--- src/rtl/txr_pkg.sv ---
package txr_pkg;
   localparam int FLAG_W       = 16;
   localparam int COUNT_W      = 16;
   localparam int WORD_W       = 32;
   localparam int DESC_BYTES   = 8;
   localparam int FLG_READY    = 15;
   localparam int FLG_WRAP     = 13;
   localparam int FLG_LAST     = 11;

   typedef enum logic [3:0] {
      ST_IDLE,
      ST_HDR_REQ,
      ST_HDR_WAIT,
      ST_PTR_REQ,
      ST_PTR_WAIT,
      ST_DAT_REQ,
      ST_DAT_WAIT,
      ST_STREAM,
      ST_WBACK
   } txr_state_e;
endpackage

--- src/rtl/txr_ptr_unit.sv ---
module txr_ptr_unit #(
   parameter int ADDR_W = 32
) (
   input  logic              clk,
   input  logic              rst_n,
   input  logic              load,
   input  logic [ADDR_W-1:0] load_val,
   input  logic              step,
   input  logic              wrap,
   output logic [ADDR_W-1:0] base_q,
   output logic [ADDR_W-1:0] cur_q
);
   import txr_pkg::*;

   localparam logic [ADDR_W-1:0] ALIGN_MASK = ~ADDR_W'(3);
   localparam logic [ADDR_W-1:0] STRIDE     = ADDR_W'(DESC_BYTES);

   logic [ADDR_W-1:0] aligned_val;
   assign aligned_val = load_val & ALIGN_MASK;

   always_ff @(posedge clk or negedge rst_n) begin
      if (!rst_n) begin
         base_q <= '0;
         cur_q  <= '0;
      end else if (load) begin
         base_q <= aligned_val;
         cur_q  <= aligned_val;
      end else if (step) begin
         cur_q  <= wrap ? base_q : cur_q + STRIDE;
      end
   end
endmodule

--- src/rtl/txr_len_clip.sv ---
module txr_len_clip #(
   parameter int MAX_FRAME = 2048
) (
   input  logic                        clk,
   input  logic                        rst_n,
   input  logic                        clear,
   input  logic                        commit,
   input  logic                        last,
   input  logic [txr_pkg::COUNT_W-1:0] len_in,
   output logic [txr_pkg::COUNT_W-1:0] eff_len,
   output logic                        clip
);
   import txr_pkg::*;

   localparam int ACC_W = $clog2(MAX_FRAME + 1);
   localparam int CMP_W = ((ACC_W > COUNT_W) ? ACC_W : COUNT_W) + 1;

   logic [ACC_W-1:0] acc_q;
   logic [CMP_W-1:0] room;
   logic [CMP_W-1:0] len_ext;
   logic [CMP_W-1:0] acc_sum;

   assign room    = CMP_W'(MAX_FRAME) - CMP_W'(acc_q);
   assign len_ext = CMP_W'(len_in);
   assign clip    = len_ext > room;
   assign eff_len = clip ? room[COUNT_W-1:0] : len_in;
   assign acc_sum = CMP_W'(acc_q) + CMP_W'(eff_len);

   always_ff @(posedge clk or negedge rst_n) begin
      if (!rst_n) begin
         acc_q <= '0;
      end else if (clear) begin
         acc_q <= '0;
      end else if (commit) begin
         acc_q <= last ? '0 : acc_sum[ACC_W-1:0];
      end
   end
endmodule

--- src/rtl/txr_lane_sel.sv ---
module txr_lane_sel #(
   parameter bit BIG_LANES = 1'b0
) (
   input  logic [31:0] word,
   input  logic [1:0]  lane,
   output logic [7:0]  byte_o
);
   generate
      if (BIG_LANES) begin : g_big
         logic [1:0] flipped;
         assign flipped = ~lane;
         assign byte_o  = word[{flipped, 3'b000} +: 8];
      end else begin : g_little
         assign byte_o  = word[{lane, 3'b000} +: 8];
      end
   endgenerate
endmodule

--- src/rtl/txr_ring_walker.sv ---
module txr_ring_walker #(
   parameter int ADDR_W    = 32,
   parameter int MAX_FRAME = 2048,
   parameter bit BIG_LANES = 1'b0
) (
   input  logic              clk,
   input  logic              rst_n,
   input  logic              ctrl_en,
   input  logic              tx_demand,
   input  logic              ring_base_wr,
   input  logic [ADDR_W-1:0] ring_base_val,
   output logic              mem_req,
   output logic              mem_we,
   output logic [ADDR_W-1:0] mem_addr,
   output logic [31:0]       mem_wdata,
   input  logic              mem_gnt,
   input  logic              mem_rvalid,
   input  logic [31:0]       mem_rdata,
   output logic              tx_valid,
   output logic [7:0]        tx_data,
   output logic              tx_last,
   input  logic              tx_ready,
   output logic              ev_buf_done,
   output logic              ev_frame_done,
   output logic              ev_babble,
   output logic              walking
);
   import txr_pkg::*;

   localparam logic [ADDR_W-1:0] PTR_OFS = ADDR_W'(4);

   generate
      if (ADDR_W < 4 || ADDR_W > WORD_W) begin : g_bad_addr
         $error("txr_ring_walker: ADDR_W must lie in 4..32");
      end
      if (MAX_FRAME < 1 || MAX_FRAME > 65535) begin : g_bad_max
         $error("txr_ring_walker: MAX_FRAME must lie in 1..65535");
      end
   endgenerate

   txr_state_e st_q, st_d;

   logic [FLAG_W-1:0]  d_flags;
   logic [COUNT_W-1:0] d_len;
   logic [COUNT_W-1:0] left_q;
   logic [ADDR_W-1:0]  byte_addr;
   logic [WORD_W-1:0]  word_q;
   logic [ADDR_W-1:0]  base_q;
   logic [ADDR_W-1:0]  cur_q;
   logic [COUNT_W-1:0] eff_len;
   logic               clip;
   logic               start;
   logic               wb_done;
   logic               byte_take;
   logic               ev_buf_q, ev_frame_q, ev_bab_q;

   assign start     = (st_q == ST_IDLE) && tx_demand && ctrl_en;
   assign wb_done   = (st_q == ST_WBACK) && mem_gnt;
   assign byte_take = (st_q == ST_STREAM) && tx_ready;

   txr_ptr_unit #(.ADDR_W(ADDR_W)) ptr_i (
      .clk      (clk),
      .rst_n    (rst_n),
      .load     (ring_base_wr && (st_q == ST_IDLE)),
      .load_val (ring_base_val),
      .step     (wb_done),
      .wrap     (d_flags[FLG_WRAP]),
      .base_q   (base_q),
      .cur_q    (cur_q)
   );

   txr_len_clip #(.MAX_FRAME(MAX_FRAME)) clip_i (
      .clk     (clk),
      .rst_n   (rst_n),
      .clear   (start),
      .commit  (wb_done),
      .last    (d_flags[FLG_LAST]),
      .len_in  (d_len),
      .eff_len (eff_len),
      .clip    (clip)
   );

   txr_lane_sel #(.BIG_LANES(BIG_LANES)) lane_i (
      .word   (word_q),
      .lane   (byte_addr[1:0]),
      .byte_o (tx_data)
   );

   always_comb begin
      st_d = st_q;
      unique case (st_q)
         ST_IDLE:     if (start)       st_d = ST_HDR_REQ;
         ST_HDR_REQ:  if (mem_gnt)     st_d = ST_HDR_WAIT;
         ST_HDR_WAIT: if (mem_rvalid)  st_d = mem_rdata[16 + FLG_READY] ? ST_PTR_REQ : ST_IDLE;
         ST_PTR_REQ:  if (mem_gnt)     st_d = ST_PTR_WAIT;
         ST_PTR_WAIT: if (mem_rvalid)  st_d = (eff_len == '0) ? ST_WBACK : ST_DAT_REQ;
         ST_DAT_REQ:  if (mem_gnt)     st_d = ST_DAT_WAIT;
         ST_DAT_WAIT: if (mem_rvalid)  st_d = ST_STREAM;
         ST_STREAM: begin
            if (tx_ready) begin
               if (left_q == COUNT_W'(1))       st_d = ST_WBACK;
               else if (byte_addr[1:0] == 2'b11) st_d = ST_DAT_REQ;
            end
         end
         ST_WBACK:    if (mem_gnt)     st_d = ST_HDR_REQ;
         default:                      st_d = ST_IDLE;
      endcase
   end

   always_ff @(posedge clk or negedge rst_n) begin
      if (!rst_n) begin
         st_q       <= ST_IDLE;
         d_flags    <= '0;
         d_len      <= '0;
         left_q     <= '0;
         byte_addr  <= '0;
         word_q     <= '0;
         ev_buf_q   <= 1'b0;
         ev_frame_q <= 1'b0;
         ev_bab_q   <= 1'b0;
      end else begin
         st_q       <= st_d;
         ev_buf_q   <= wb_done;
         ev_frame_q <= wb_done && d_flags[FLG_LAST];
         ev_bab_q   <= wb_done && clip;
         if ((st_q == ST_HDR_WAIT) && mem_rvalid) begin
            d_flags <= mem_rdata[WORD_W-1:COUNT_W];
            d_len   <= mem_rdata[COUNT_W-1:0];
         end
         if ((st_q == ST_PTR_WAIT) && mem_rvalid) begin
            byte_addr <= mem_rdata[ADDR_W-1:0];
            left_q    <= eff_len;
         end
         if ((st_q == ST_DAT_WAIT) && mem_rvalid) begin
            word_q <= mem_rdata;
         end
         if (byte_take) begin
            left_q    <= left_q - COUNT_W'(1);
            byte_addr <= byte_addr + ADDR_W'(1);
         end
      end
   end

   always_comb begin
      mem_req   = 1'b0;
      mem_we    = 1'b0;
      mem_addr  = '0;
      mem_wdata = '0;
      unique case (st_q)
         ST_HDR_REQ: begin
            mem_req  = 1'b1;
            mem_addr = cur_q;
         end
         ST_PTR_REQ: begin
            mem_req  = 1'b1;
            mem_addr = cur_q + PTR_OFS;
         end
         ST_DAT_REQ: begin
            mem_req  = 1'b1;
            mem_addr = {byte_addr[ADDR_W-1:2], 2'b00};
         end
         ST_WBACK: begin
            mem_req   = 1'b1;
            mem_we    = 1'b1;
            mem_addr  = cur_q;
            mem_wdata = {d_flags & ~(FLAG_W'(1) << FLG_READY), d_len};
         end
         default: ;
      endcase
   end

   assign tx_valid      = (st_q == ST_STREAM);
   assign tx_last       = tx_valid && (left_q == COUNT_W'(1)) && d_flags[FLG_LAST];
   assign ev_buf_done   = ev_buf_q;
   assign ev_frame_done = ev_frame_q;
   assign ev_babble     = ev_bab_q;
   assign walking       = (st_q != ST_IDLE);
endmodule

--- config.mk ---
export PLATFORM = sky130hd
export DESIGN_NAME = txr_ring_walker
export DESIGN_NICKNAME = d
export VERILOG_FILES = /design/src/rtl/txr_pkg.sv /design/src/rtl/txr_ptr_unit.sv /design/src/rtl/txr_len_clip.sv /design/src/rtl/txr_lane_sel.sv /design/src/rtl/txr_ring_walker.sv
export SDC_FILE = /design/constraint.sdc
export NUM_CORES = 1
export LEC_CHECK = 0
export BUFFER_PORTS_ARGS = -buffer_cell sky130_fd_sc_hd__buf_2
export CAP_MARGIN = 20
export CORE_MARGIN = 2
export CORE_UTILIZATION = 40
export CTS_BUF_LIST = sky130_fd_sc_hd__clkbuf_4
export DETAILED_ROUTE_END_ITERATION = 8
export PLACE_DENSITY_LB_ADDON = 0.05
export SLEW_MARGIN = 20
export SYNTH_ARGS = -nofsm -noshare
export SYNTH_HDL_FRONTEND = slang
export SYNTH_SLANG_ARGS = --single-unit
export TNS_END_PERCENT = 1
--- constraint.sdc ---
create_clock -name clk -period 9.4 [get_ports clk]
set_input_delay 0.47 -clock clk [delete_from_list [all_inputs] [get_ports clk]]
set_output_delay 0.47 -clock clk [all_outputs]
set_load 0.02 [all_outputs]
==> results.toml, run 1 <==
[critical_path]
start_kind = "register"
crit_required_ns = 10.02
reg2reg_depth = 21
arrival_ns = 7.72
end_kind = "register"
critical_path.max_fanout = 10
rr_startpoint = "clip_i.acc_q[0]"
r2r_setup_slack_ns = 2.30
critPathKind = "reg2reg"
r2r-end = "clip_i.acc_q[11]"

[yosys]
synth.avg_cell_area_um2 = 8.698
synth_edf_count = 0
syn_inst = 1376
yosysMostFrequentCell = "nand2_1"
syn_area_um2 = 11970
yosys.area.top_type = "dfrtp_1"
async_reset_ff_share_pct = 100.0
synth_cell_types = 79
ys_seq_area_share_pct = 39.72
synth_top_area_share_pct = 39.72
yosysWarnings = 0
synthFlopType = "dfrtp_1"
synth_common_cells = "nand2_1 (220), dfrtp_1 (190), o21ai_0 (119), nor2_1 (86), clkbuf_1 (81)"
synth-seq-cells = 190
synth_area_leaders = "dfrtp_1 (40%), nand2_1 (6.9%), mux2_2 (6.5%)"

[grt]
grt_max_degree = 79
antenna_found_initial = 2
track_usage_pct = 24.48
grt_overflow_total = 0
grt_pass1_wl_um = 59350
first_global_vias = 10245

[cts]
clock_tree.htree_level_count = 4
worstSkewPairLatency_ns = 0.69
cts_tree = "built"
cts_made_buffers = 17
cts_resized = 0
clk_path_buf_depth = 2
clkTransAtPathRegs_ns = 0.20
root_buffer = "clkbuf_4"
cts_sinks = 190

[finish]
final_nets = 1600
final_area_um2 = 13600
final_util_pct = 46.02
syn_to_final_growth_pct = 13.65
drive_above_1_share_pct = 19.77

[detailed_routing]
vias_per_cell = 5.761
drt-wirelength-per-cell_um = 19.80
first_iter_violations = 986
routed-via-count = 10951
drtAntennaViolNets = 0
drc = 0
drtPass1Iterations = 7
drt_wl_total_um = 37640

[sta]
finalCritPeriodShare_pct = 75.54
worstMarginPinSlew_ns = 0.9902
rsz0062_at_grt = "false"
maxSlewHeadroom_pct = 33.38
finalHoldViolCount = 0
fin_worst_skew_ns = 0.04030
hold_ws_ns = 0.03351
final_max_slew_viol_count = 0
fin_tns_setup_ns = 0
timing.final.crit_period_ns = 7.101
setup_viol = 0
fmax_ghz = 0.1408

[die]
ios = 152
die_area_um2 = 31320
start_util_pct = 40.49
fp-row-count = 63
die_h_um = 177.0
dieWidth_um = 177.0
core_um2 = 29560

[job]
drv_cap = 0

[power_and_ir_drop]
vdd_drop_max_uv = 192.7
power_density_nw_per_um2 = 282.4
p_leak_nw = 6.090

[run_status]
outcome = "finished, final reports clean"

[hold_path]
hold_class = "in2reg"
min-delay-start = "ring_base_val[8]"
min_to = "ptr_i.base_q[8]"
hold_depth = 3

[placed_design]
dp_hpwl_um = 26780
port-buffer-count = 146
gp_congestion = 0.8311
placed_area_um2 = 12970
-- worst max path at each step --
stage          cells past startpoint             from  slack [ns]               end
2_1_floorplan                     23  clip_i.acc_q[1]        3.34  clip_i.acc_q[11]
3_3_place_gp                      21  clip_i.acc_q[1]        2.42  clip_i.acc_q[11]
3_5_place_dp                      21  clip_i.acc_q[1]        2.36  clip_i.acc_q[11]
4_1_cts                           21  clip_i.acc_q[0]        2.32  clip_i.acc_q[11]
5_1_grt                           21  clip_i.acc_q[0]        1.73  clip_i.acc_q[11]
6_report                          21  clip_i.acc_q[0]        2.30  clip_i.acc_q[11]
-- metrics by stage --
step           setup WS (ns)  power, mW  std cells
2_1_floorplan          3.342      2.764       1378
3_3_place_gp           2.424      3.304       1835
3_5_place_dp           2.358      3.340       1836
4_1_cts                2.318      3.866       1893
5_1_grt                1.733      4.155       1901
6_report               2.299      3.841       1901
-- timing repair --
item | in CTS | in global routing
endpoints found under the hold margin | 112 | 5
setup buffers | 0 | 0
hold buffers | 25 | 4
-- flip-flops by register name, indices dropped and copies added (netlist names) --
| register | cells |
|---|---|
| word_q | 32 |
| ptr_i.base_q | 30 |
| ev_babble | 1 |
| byte_addr | 32 |
| st_q | 4 |
| ev_frame_done | 1 |
| clip_i.acc_q | 12 |
| ptr_i.cur_q | 30 |
| left_q | 16 |
| d_flags | 15 |
| ev_buf_done | 1 |
| d_len | 16 |
-- report_power, final --
group | switching, mW | leakage (nW) | internal [mW]
logic | 0.990 | 3.53 | 0.733
clock network | 0.375 | 0.170 | 0.135
registers | 0.448 | 2.39 | 1.16
-- layout make-up --
type | count | area (um2)
fillers | 2986 | 15960
multi-input cells | 1050 | 6680
flip-flops and latches | 190 | 4756
repair buffers | 194 | 1180
well taps | 390 | 488.0
clock inverters | 15 | 207.7
inverters | 41 | 153.9
clock buffers | 17 | 127.6
diodes | 4 | 10.01
-- critical path, cell delays in order (launching register included) --
cell and delay (ns):
dfrtp_1 0.50, inv_1 0.09, ha_1 0.19, or4b_4 0.53, o41ai_2 0.76, ha_1 0.38, and3_1 0.20, a21boi_0 0.11
a2111oi_0 0.64, o21ai_0 0.43, o21a_1 0.43, mux2i_1 0.38, inv_1 0.09, ha_1 0.29, a211oi_1 0.26, o21ai_0 0.17
a31oi_1 0.30, o21ai_0 0.19, o41ai_1 0.38, nor3_1 0.10, or4b_1 0.52, nand3_1 0.10
-- logic make-up after synthesis --
family | count (synthesis) | share of synthesized area [%]
simple gates | 562 | 22.66
compound gates | 348 | 19.15
flops | 190 | 39.72
buf+inv | 138 | 4.746
mux | 82 | 8.415
fa+ha+maj | 34 | 3.617
xor+xnor | 21 | 1.652
other cells | 1 | 0.03133
-- layer usage --
layer	vias to the layer above	share of wire, %	global-route usage, %
met5	-	0	0
met4	0	1.1	5.510
met3	28	4.8	3.630
met2	288	45	37.66
met1	5357	49	36.25
li1	5278	-	-
-- cell usage in the layout (no fill, tap or decap), drive strengths merged, types with 44 or more instances in the layout --
master and count:
nand2 220, nand3 55, a21oi 65, o21ai 120
and3 54, nor3 44, inv 47, mux2 69
dfrtp 190, nor2 86, buf 164
(Power assumes the default switching activity.)
==> run 2: changes to the inputs <==
--- a/config.mk
+++ b/config.mk
@@ -5,6 +5,7 @@
 export SDC_FILE = /design/constraint.sdc
 export NUM_CORES = 1
 export LEC_CHECK = 0
+export ABC_AREA = 1
 export BUFFER_PORTS_ARGS = -buffer_cell sky130_fd_sc_hd__buf_2
 export CAP_MARGIN = 20
 export CORE_MARGIN = 2
==> constraint.sdc (replaced) <==
create_clock -name clk -period 6.7 [get_ports clk]
set_input_delay 0.335 -clock clk [delete_from_list [all_inputs] [get_ports clk]]
set_output_delay 0.335 -clock clk [all_outputs]
set_load 0.02 [all_outputs]
==> results.toml, run 2 <==
[critical_path]
arrival_ns = 6.25
crit_required_ns = 7.24
cp_common_cell = "nand2_1"
start_kind = "register"
critical_path.max_fanout = 16
critPathKind = "reg2reg"
cpPeakStageDelay_ns = 0.42
end_kind = "register"
cpMaxStageDelayCell = "dfrtp_1"

[cts]
cts_sinks = 190
clk_path_buf_depth = 2
cts_resized = 0
worstSkewPairLatency_ns = 0.64
cts_tree = "built"
clkTransAtPathRegs_ns = 0.18
root_buffer = "clkbuf_4"
clock_tree.htree_level_count = 4
cts_made_buffers = 17

[yosys]
synth_edf_count = 0
synth-seq-cells = 190
yosysMostFrequentCell = "nand2_1"
synth_cell_types = 50
syn_area_um2 = 11960
syn_inst = 1643
synth_common_cells = "nand2_1 (395), inv_1 (228), dfrtp_1 (190), nor2_1 (163), o21ai_0 (162)"
yosys.area.top_type = "dfrtp_1"
synthFlopType = "dfrtp_1"
synth.avg_cell_area_um2 = 7.277
async_reset_ff_share_pct = 100.0
yosysWarnings = 0
synth_top_area_share_pct = 39.77
ys_seq_area_share_pct = 39.77
synth_area_leaders = "dfrtp_1 (40%), nand2_1 (12%), inv_1 (7.2%)"

[hold_path]
hold_class = "in2reg"

[detailed_routing]
drc = 0
first_iter_violations = 907
drt-wirelength-per-cell_um = 18.41
drtAntennaViolNets = 0
vias_per_cell = 5.397
drtPass1Iterations = 6
drt_wl_total_um = 40680
routed-via-count = 11922

[finish]
final_area_um2 = 13800
fillCellCount = 3120
syn_to_final_growth_pct = 15.38
drive_above_1_share_pct = 12.54
mostFrequentLayoutCell = "nand2_1"
final_nets = 1911
final_cell_mix = "nand2_1 (394), inv_1 (228), dfrtp_1 (190)"
final_util_pct = 46.67
reg_top3 = "byte_addr: 32 flops, word_q: 32 flops"
final-instance-count-excl-fill = 2209

[grt]
grt_pass1_wl_um = 63420
antenna_found_initial = 1
track_usage_pct = 26.64
grt_max_degree = 77
first_global_vias = 11269
grt_overflow_total = 0

[sta]
setup_viol = 0
maxSlewHeadroom_pct = 34.58
worstMarginPinSlew_ns = 0.9802
hold_ws_ns = 0.05521
fin_tns_setup_ns = 0
fin_worst_skew_ns = 0.03625
setup_slack_ns = 0.9875
final_max_slew_viol_count = 0
rsz0062_at_grt = "false"
finalCritPeriodShare_pct = 85.26
fmax_ghz = 0.1751
finalHoldViolCount = 0
timing.final.crit_period_ns = 5.713

[die]
die_area_um2 = 31290
core_um2 = 29560
start_util_pct = 40.45
ios = 152
dieWidth_um = 176.9
die_h_um = 176.9
fp-row-count = 63

[power_and_ir_drop]
power_density_nw_per_um2 = 437.9
vdd_drop_max_uv = 265.8
p_leak_nw = 6.840
power_mw = 6.042

[job]
drv_cap = 0

[placed_design]
dp_slack_ns = 1.059
gp_congestion = 0.9743
dp_hpwl_um = 30190
placed_area_um2 = 13010
dp.cells = 2127
port-buffer-count = 146

[run_status]
outcome = "finished, final reports clean"
==> run 2: cell count changes after synthesis, sizes merged, moves of 46 or more <==
cell    before  now
mux2        69    0
nor2        86  172
and3        54    0
nand2      220  409
inv         40  229
o221ai       9   55
==> run 2: cells by family after synthesis <==
kind of cell / synth area share [%]
adder cells (fa/ha/maj): 3.621
buffers and inverters: 9.868
flip-flops: 39.77
AND/OR/NAND/NOR: 25.14
XOR/XNOR: 2.710
other: 0.03136
AO/OA/AOI/OAI: 18.87
==> run 2: area by class of cell <==
cell class / instances / area [um2] / share of cell area, %
clock inverter: 15 / 151.4 / 1.097
tap: 390 / 488.0 / 3.537
sequential: 190 / 4755 / 34.46
antenna: 1 / 2.502 / 0.01814
inverter: 233 / 874.6 / 6.340
timing repair buffer: 208 / 1353 / 9.804
clock buffer: 17 / 127.6 / 0.9251
multi-input combinational: 1155 / 6045 / 43.81
==> run 2: power by group <==
part           internal [mW]  switching [mW]  total [mW]
clock                  0.199           0.464       0.662
sequential              1.62           0.491        2.12
combinational           1.07            2.20        3.26
total                   2.89            3.15        6.04
==> run 2: layer usage <==
layer / up-vias / part of all wire (%) / routed length (um) / global-route usage, %
li1: 5782 / - / - / -
met1: 5719 / 46 / 18660 / 36.24
met2: 362 / 47 / 18970 / 43.62
met3: 59 / 4.9 / 2009 / 4.317
met4: 0 / 2.5 / 1030 / 8.092
met5: - / 0 / 0 / 0
==> run 2: final timing paths <==
path | slack, ns | to | start | depth (start not counted)
worst max-delay path | 0.99 | clip_i.acc_q[10] | clip_i.acc_q[1] | 31
worst min-delay path | 0.06 | word_q[22] | mem_rdata[22] | 3
worst max register to register | 0.99 | clip_i.acc_q[10] | clip_i.acc_q[1] | 31
worst min register to register | 0.49 | ptr_i.base_q[12] | ptr_i.base_q[12] | 2
max in group asynchronous | 5.15 | ev_frame_done | rst_n | 3
min in group asynchronous | 0.25 | byte_addr[1] | rst_n | 2
==> run 2: timing repair <==
item	in CTS	in global routing
hold buffers	48	0
hold endpoints to repair	166	0
setup buffers	0	0
endpoints found under the setup margin	0	0
==> run 2: critical path, delay by kind of cell (launching register included) <==
kind / cells / cell delay (ns)
adders and majority gates: 3 / 0.89
and+or+nand+nor: 19 / 3.05
DFF: 1 / 0.42
buffers and inverters: 2 / 0.20
xor gates and xnor gates: 1 / 0.18
AOI/OAI and AO/OA: 6 / 0.88
